$ cat src/rtl/bus_handshake.sv
module bus_handshake #(
  parameter int ADDR_W    = 16,
  parameter int PAGE_BITS = 3
) (
  input  logic                 clk,
  input  logic                 rst_n,
  input  logic                 req_sync,
  input  logic                 req_wtbt,
  input  logic                 req_din,
  input  logic                 req_dout,
  input  logic                 slave_reply,
  input  logic                 dma_req,
  input  logic [PAGE_BITS-1:0] addr_hi,
  input  logic                 iack,
  input  logic                 refresh,
  output logic [3:0]           phase,
  output logic                 bus_sync,
  output logic                 bus_wtbt,
  output logic                 bus_din,
  output logic                 bus_dout,
  output logic                 reply_q,
  output logic                 busy,
  output logic                 ready,
  output logic                 io_active,
  output logic                 io_page,
  output logic                 dal_oe
);
  localparam int PAGE_LSB = ADDR_W - PAGE_BITS;

  logic [1:0] ph_q;
  logic       ph1, ph2, ph3;

  assign phase = 4'b0001 << ph_q;
  assign ph1 = (ph_q == 2'd0);
  assign ph2 = (ph_q == 2'd1);
  assign ph3 = (ph_q == 2'd2);

  always_ff @(posedge clk or negedge rst_n)
    if (!rst_n) ph_q <= 2'd0;
    else        ph_q <= ph_q + 2'd1;

  always_ff @(posedge clk or negedge rst_n)
    if (!rst_n) begin
      reply_q  <= 1'b0;
      bus_wtbt <= 1'b0;
    end else if (ph1) begin
      reply_q  <= slave_reply;
      bus_wtbt <= req_wtbt;
    end

  always_ff @(posedge clk or negedge rst_n)
    if (!rst_n)                               bus_sync <= 1'b0;
    else if (ph2 && req_sync)                 bus_sync <= 1'b1;
    else if (ph3 && !req_sync && !reply_q)    bus_sync <= 1'b0;

  always_ff @(posedge clk or negedge rst_n)
    if (!rst_n)   bus_din <= 1'b0;
    else if (ph2) bus_din <= req_din;

  always_ff @(posedge clk or negedge rst_n)
    if (!rst_n)   bus_dout <= 1'b0;
    else if (ph3) bus_dout <= req_dout & ~reply_q;

  assign io_active = bus_din | bus_dout;
  assign ready     = reply_q & io_active;
  assign busy      = reply_q | dma_req;
  assign dal_oe    = ~bus_din;
  assign io_page   = (&addr_hi) & ~iack & ~refresh & ~io_active;

  AST_PHASE_ONEHOT: assert property (@(posedge clk) disable iff (!rst_n) $countones(phase) == 1);
  AST_SYNC_SET: assert property (@(posedge clk) disable iff (!rst_n) $rose(bus_sync) |-> $past(phase[1]));
  AST_SYNC_HOLD: assert property (@(posedge clk) disable iff (!rst_n) (bus_sync && reply_q) |=> bus_sync);
  AST_WTBT_PH1: assert property (@(posedge clk) disable iff (!rst_n) !$stable(bus_wtbt) |-> $past(phase[0]));
  AST_DIN_PH2: assert property (@(posedge clk) disable iff (!rst_n) !$stable(bus_din) |-> $past(phase[1]));
  AST_DOUT_PH3: assert property (@(posedge clk) disable iff (!rst_n) !$stable(bus_dout) |-> $past(phase[2]));
  AST_DOUT_NO_REPLY: assert property (@(posedge clk) disable iff (!rst_n) $rose(bus_dout) |-> !$past(reply_q));
  AST_REPLY_PH1: assert property (@(posedge clk) disable iff (!rst_n) !$stable(reply_q) |-> $past(phase[0]));
endmodule

$ cat config.mk
export PLATFORM = sky130hd
export DESIGN_NAME = bus_handshake
export DESIGN_NICKNAME = d
export VERILOG_FILES = /design/src/rtl/bus_handshake.sv
export SDC_FILE = /design/constraint.sdc
export NUM_CORES = 1
export LEC_CHECK = 0
export CORE_AREA = 2 2 39 41
export CTS_CLUSTER_SIZE = 28
export DETAILED_ROUTE_END_ITERATION = 10
export DIE_AREA = 0 0 41 43
export HOLD_SLACK_MARGIN = 0.15
export PLACE_DENSITY = 0.74
export SLEW_MARGIN = 20
export SYNTH_ARGS = -nofsm -noshare
export SYNTH_HDL_FRONTEND = slang
export SYNTH_SLANG_ARGS = --single-unit
$ cat constraint.sdc
create_clock -name clk -period 2.6 [get_ports clk]
set_input_delay 0.52 -clock clk [delete_from_list [all_inputs] [get_ports clk]]
set_output_delay 0.52 -clock clk [all_outputs]
set_load 0.005 [all_outputs]
Yosys cells after proc, flatten, opt, wreduce, memory -nomap -nowiden
Cells that the tools add are included.
{ "classes": {"addsub": 1, "eq_ne": 2, "shift": 1, "muxes": 2, "bitwise": 12, "n_reduce_logical": 8} }
{ "ops": {"columns": ["cell", "count"], "rows": [
  ["$and A1 B1 Y1", 5],
  ["$not A1 Y1", 5],
  ["$shl A1 B2 Y4 const A", 1],
  ["$logic_and A1 B1 Y1", 3],
  ["$reduce_and A3 Y1", 1],
  ["$add A2 B1 Y2 const B", 1],
  ["$eq A2 B1 Y1 const B", 1],
  ["$eq A2 B2 Y1 const B", 1],
  ["$logic_not A1 Y1", 2],
  ["$logic_not A2 Y1", 1],
  ["$mux W1", 2],
  ["$or A1 B1 Y1", 2],
  ["$reduce_bool A2 Y1", 1]
]} }
{ "totals": {"regBits": 7, "inputBits": 13, "out_inout_bits": 14} }

Longest topological paths before layout
Gate-level depths: netlist (run 1).
{ "depth": {"ltp_word": 5, "ltp_mapped": 4} }

Worst setup path before layout (run 1)
OpenSTA, ideal clock, no wires.
{ "synth_path": {"path_kind": "flip-flop to output port", "startpoint": "register bus_dout", "endpoint": "output port io_page", "arrival_time_ns": 0.863, "t_required_ns": 2.080, "slack_ns": 1.217, "path_stages_with_launch": 3, "path_cell_list": "dfrtp_1 -> or2_4 -> nor4_4"} }
{ "synth_between": {"elab_chain_cells": 3} }
{ "synth_lines": {"columns": ["element", "line", "text"], "rows": [
  ["start: declaration", "20", "output logic bus_dout,"],
  ["start signal: assignment", "62", "else if (ph3) bus_dout <= req_dout & ~reply_q;"],
  ["$or A1 B1 Y1", "64", "assign io_active = bus_din | bus_dout;"],
  ["named net io_active", "24", "output logic io_active,"],
  ["$not A1 Y1", "68", "assign io_page = (&addr_hi) & ~iack & ~refresh & ~io_active;"],
  ["$and A1 B1 Y1", "68", null],
  ["end: declaration", "25", "output logic io_page,"]
]} }
The timed path passes the listed nets, and every way through them passes these cells.

Worst setup path after layout (run 1)
{ "layout_path": {"startpoint": "input port iack", "endpoint": "output port io_page"} }
{ "layout_between": {"elab_chain_cells": 4} }
{ "layout_lines": {"columns": ["element", "line", "text"], "rows": [
  ["start: declaration", "14", "input logic iack,"],
  ["$not A1 Y1", "68", null],
  ["$and A1 B1 Y1 (3 in a row)", "68", null]
]} }
Every way passes these cells.

==> metrics.md, run 1 <==
| Metric | Value |
|---|---|
| Initial Util | `25.0%` |
| N_diodes | `0` |
| Die Ht | `43 um` |
| Hpwl dp | `661 um` |
| Clock Path Buffers | `2` |
| Worst path arrival time | `roughly 1.8 ns` |
| P per Cell Area | `between 400 and 500 nW/um^2` |
| Layout cell share with drive strength beyond 1 | `15.3%` |
| CTS sink cnt | `7` |
| Synth Flop Type | `dfrtp_1` |
| Fin crit period | `2.31 ns` |
| Largest net degree at the start of global routing | `8` |
| Post-synth ARST share | `100%` |
| CTS tree | `built` |
| Synth Instances | `29` |
| Max VDD drop | `0.174 mV` |
| Port bufs | `26` |
| Vias in the first global route | `302` |
| # DRC | `0` |
| Avg Synthesized Cell Area | `12.0 um^2` |
| Slew @ Worst Pin | `0.319 ns` |
| Top post-synthesis cells by count | `7 x dfrtp_1, 4 x ha_1, 4 x inv_1` |
| Drt initial violations | `0` |
| CTS Root Cell | `clkbuf_4` |
| Number of fill cells in the layout | `153` |
| Util after Layout | `between 40% and 50%` |
| Number of H-tree levels | `1` |
| Global-route wire length before repair | `1.15 mm` |
| Initial antenna violation count | `0` |
| Syn Nets | `46` |
| Routed via count | `~320` |
| CTS buffer count | `3` |
| Clk slew on worst S/H paths | `0.05 ns` |
| Row count | `14` |
| Hold wc startpoint | `ph_q[0]` |
| Count leader, synth | `dfrtp_1` |
| Final-stage net count | `77` |
| Final period utilization | `about nine tenths` |
| Class of the worst hold path | `reg -> reg` |
| Largest cells by area after synthesis | `dfrtp_1 51%, ha_1 14%, mux2_2 6.5%` |
| Post-CTS resize count | `0` |
| Synth warn | `0` |
| Core area | `1380 um^2` |
| Fmax | `between 400 and 500 MHz` |
| Gr usage total | `9.82%` |
| Die width | `41 um` |
| RSZ-0062 raised after global routing | `no` |
| Die area | `1760 um^2` |
| Max Cap Viol | `0` |
| Setup TNS Final | `0 ns` |
| Final WL | `792 um` |
| Post-synth top area cell | `dfrtp_1` |
| Final setup fails | `0` |
| Hold_buf cts | `0` |
| Vias/cell | `between 4 and 5` |
| Worst-path maximum fanout | `1` |
| Status | `finished clean` |
| Pwr Total | `264 uW` |
| Io pins | `27` |
| Setup Buffers After CTS | `0` |
| Startpoint types | `primary input` |
| GP Congestion | `about 0.6` |
| Yosys cell types | `14` |
| Pins over their slew limit | `0` |
| #FFs+latches synth | `7` |
| Critical R2R Launch | `ph_q[0]` |
| Crit end category | `output port` |
| Detail Route Antenna Nets | `0` |
| Worst-Skew Late Latency | `~0.25 ns` |
| Rel. slew slack | `between 70 and 80%` |
| Post-synthesis instance area | `~350 um^2` |
| Post-synthesis sequential area ratio | `50.5%` |
| Worst Setup SP | `iack` |
| GRT overflow | `0` |
| Final Hold Vio Count | `0` |
| Synth top area share | `50.5%` |
| Post-synth EDFFs | `0` |
| Area growth syn-to-layout | `88.4%` |
| Wirelength per Cell | `10.6 um` |
| DRT Pass-1 Iters | `1` |
| Critical Path RT | `2.08 ns` |
| Worst Skew | `0.00117 ns` |
| Leak pwr | `0.000281 uW` |
| Crit path kind | `in -> out` |
flip-flops by register name (all words and copies together) (netlist names):
signal and count:
bus_din 1, bus_dout 1, bus_sync 1, bus_wtbt 1
ph_q 2, reply_q 1
worst paths after layout:
kind,to,slack [ns],cells past startpoint
setup / recovery,io_page,0.29,3
hold / removal,ph_q[0],0.50,1
setup reg to reg,reply_q,1.42,3
hold reg to reg,ph_q[0],0.50,1
max in group asynchronous,reply_q,1.83,1
min in group asynchronous,bus_din,0.53,1
stage by stage:
| stage | hold slack, ns | instance area (um^2) | instances | worst slack (ns) |
|---|---|---|---|---|
| after global routing | 0.535 | 653 | 75 | 0.218 |
| after floorplan | 0.224 | 347 | 29 | 1.22 |
| after CTS | 0.506 | 653 | 75 | 0.267 |
| after detailed placement | 0.498 | 627 | 71 | 0.268 |
| final | 0.504 | 653 | 75 | 0.289 |
| after global placement | 0.484 | 627 | 71 | 0.320 |
cell usage in the layout, fill, tap and decap left out, drive strengths merged:
master | synthesis | routed
inv | 4 | 4
mux2 | 2 | 2
nor2 | 1 | 1
nand3 | 1 | 1
or2 | 2 | 2
clkbuf | 0 | 4
clkdlybuf4s50 | 0 | 26
ha | 4 | 4
a21oi | 2 | 2
and2 | 1 | 1
nand2 | 1 | 1
nand3b | 1 | 1
o21ai | 2 | 2
nor4 | 1 | 1
dfrtp | 7 | 7
cell families after synthesis:
family,Yosys count,share of synthesized area (%)
multiplexers,2,6.50
flip-flops,7,50.5
AO/OA/AOI/OAI,4,5.78
adder cells (fa/ha/maj),4,14.4
AND/OR/NAND/NOR,8,18.4
buffers and inverters,4,4.33
power breakdown:
| group | internal (uW) | switching (uW) | total, uW |
|---|---|---|---|
| sequential | 114 | 3.15 | 117 |
| clock | 58.6 | 41.0 | 99.7 |
| combinational | 34.8 | 13.0 | 47.8 |
| total | 207 | 57.2 | 264 |
layer usage:
metal,global-route usage [%],vias up,wire [um]
met1,9.90,141,252
met4,6.00,0,0
met2,16.3,22,385
li1,-,153,-
met3,3.14,0,154
met5,0,-,0
critical path, cell delays in order:
cell and delay (ns):
clkdlybuf4s50_1 0.45, nor4_4 0.28, clkdlybuf4s50_1 0.54
area by class of cell:
cell class / instances / area [um^2] / share of cell area (%)
inverters: 4 / 15.0 / 2.30
well taps: 16 / 20.0 / 3.07
clock buffers: 4 / 26.3 / 4.02
flip-flops and latches: 7 / 175 / 26.8
repair buffers: 26 / 260 / 39.8
multi-input cells: 18 / 156 / 23.9
Power figures use the tool's default switching activity.
==> inputs of run 2 (changes only) <==
GPL_TIMING_DRIVEN = 1   (was unset)
==> results of run 2 <==
No change in the layout: final DEF, timing and power equal those of run 1.
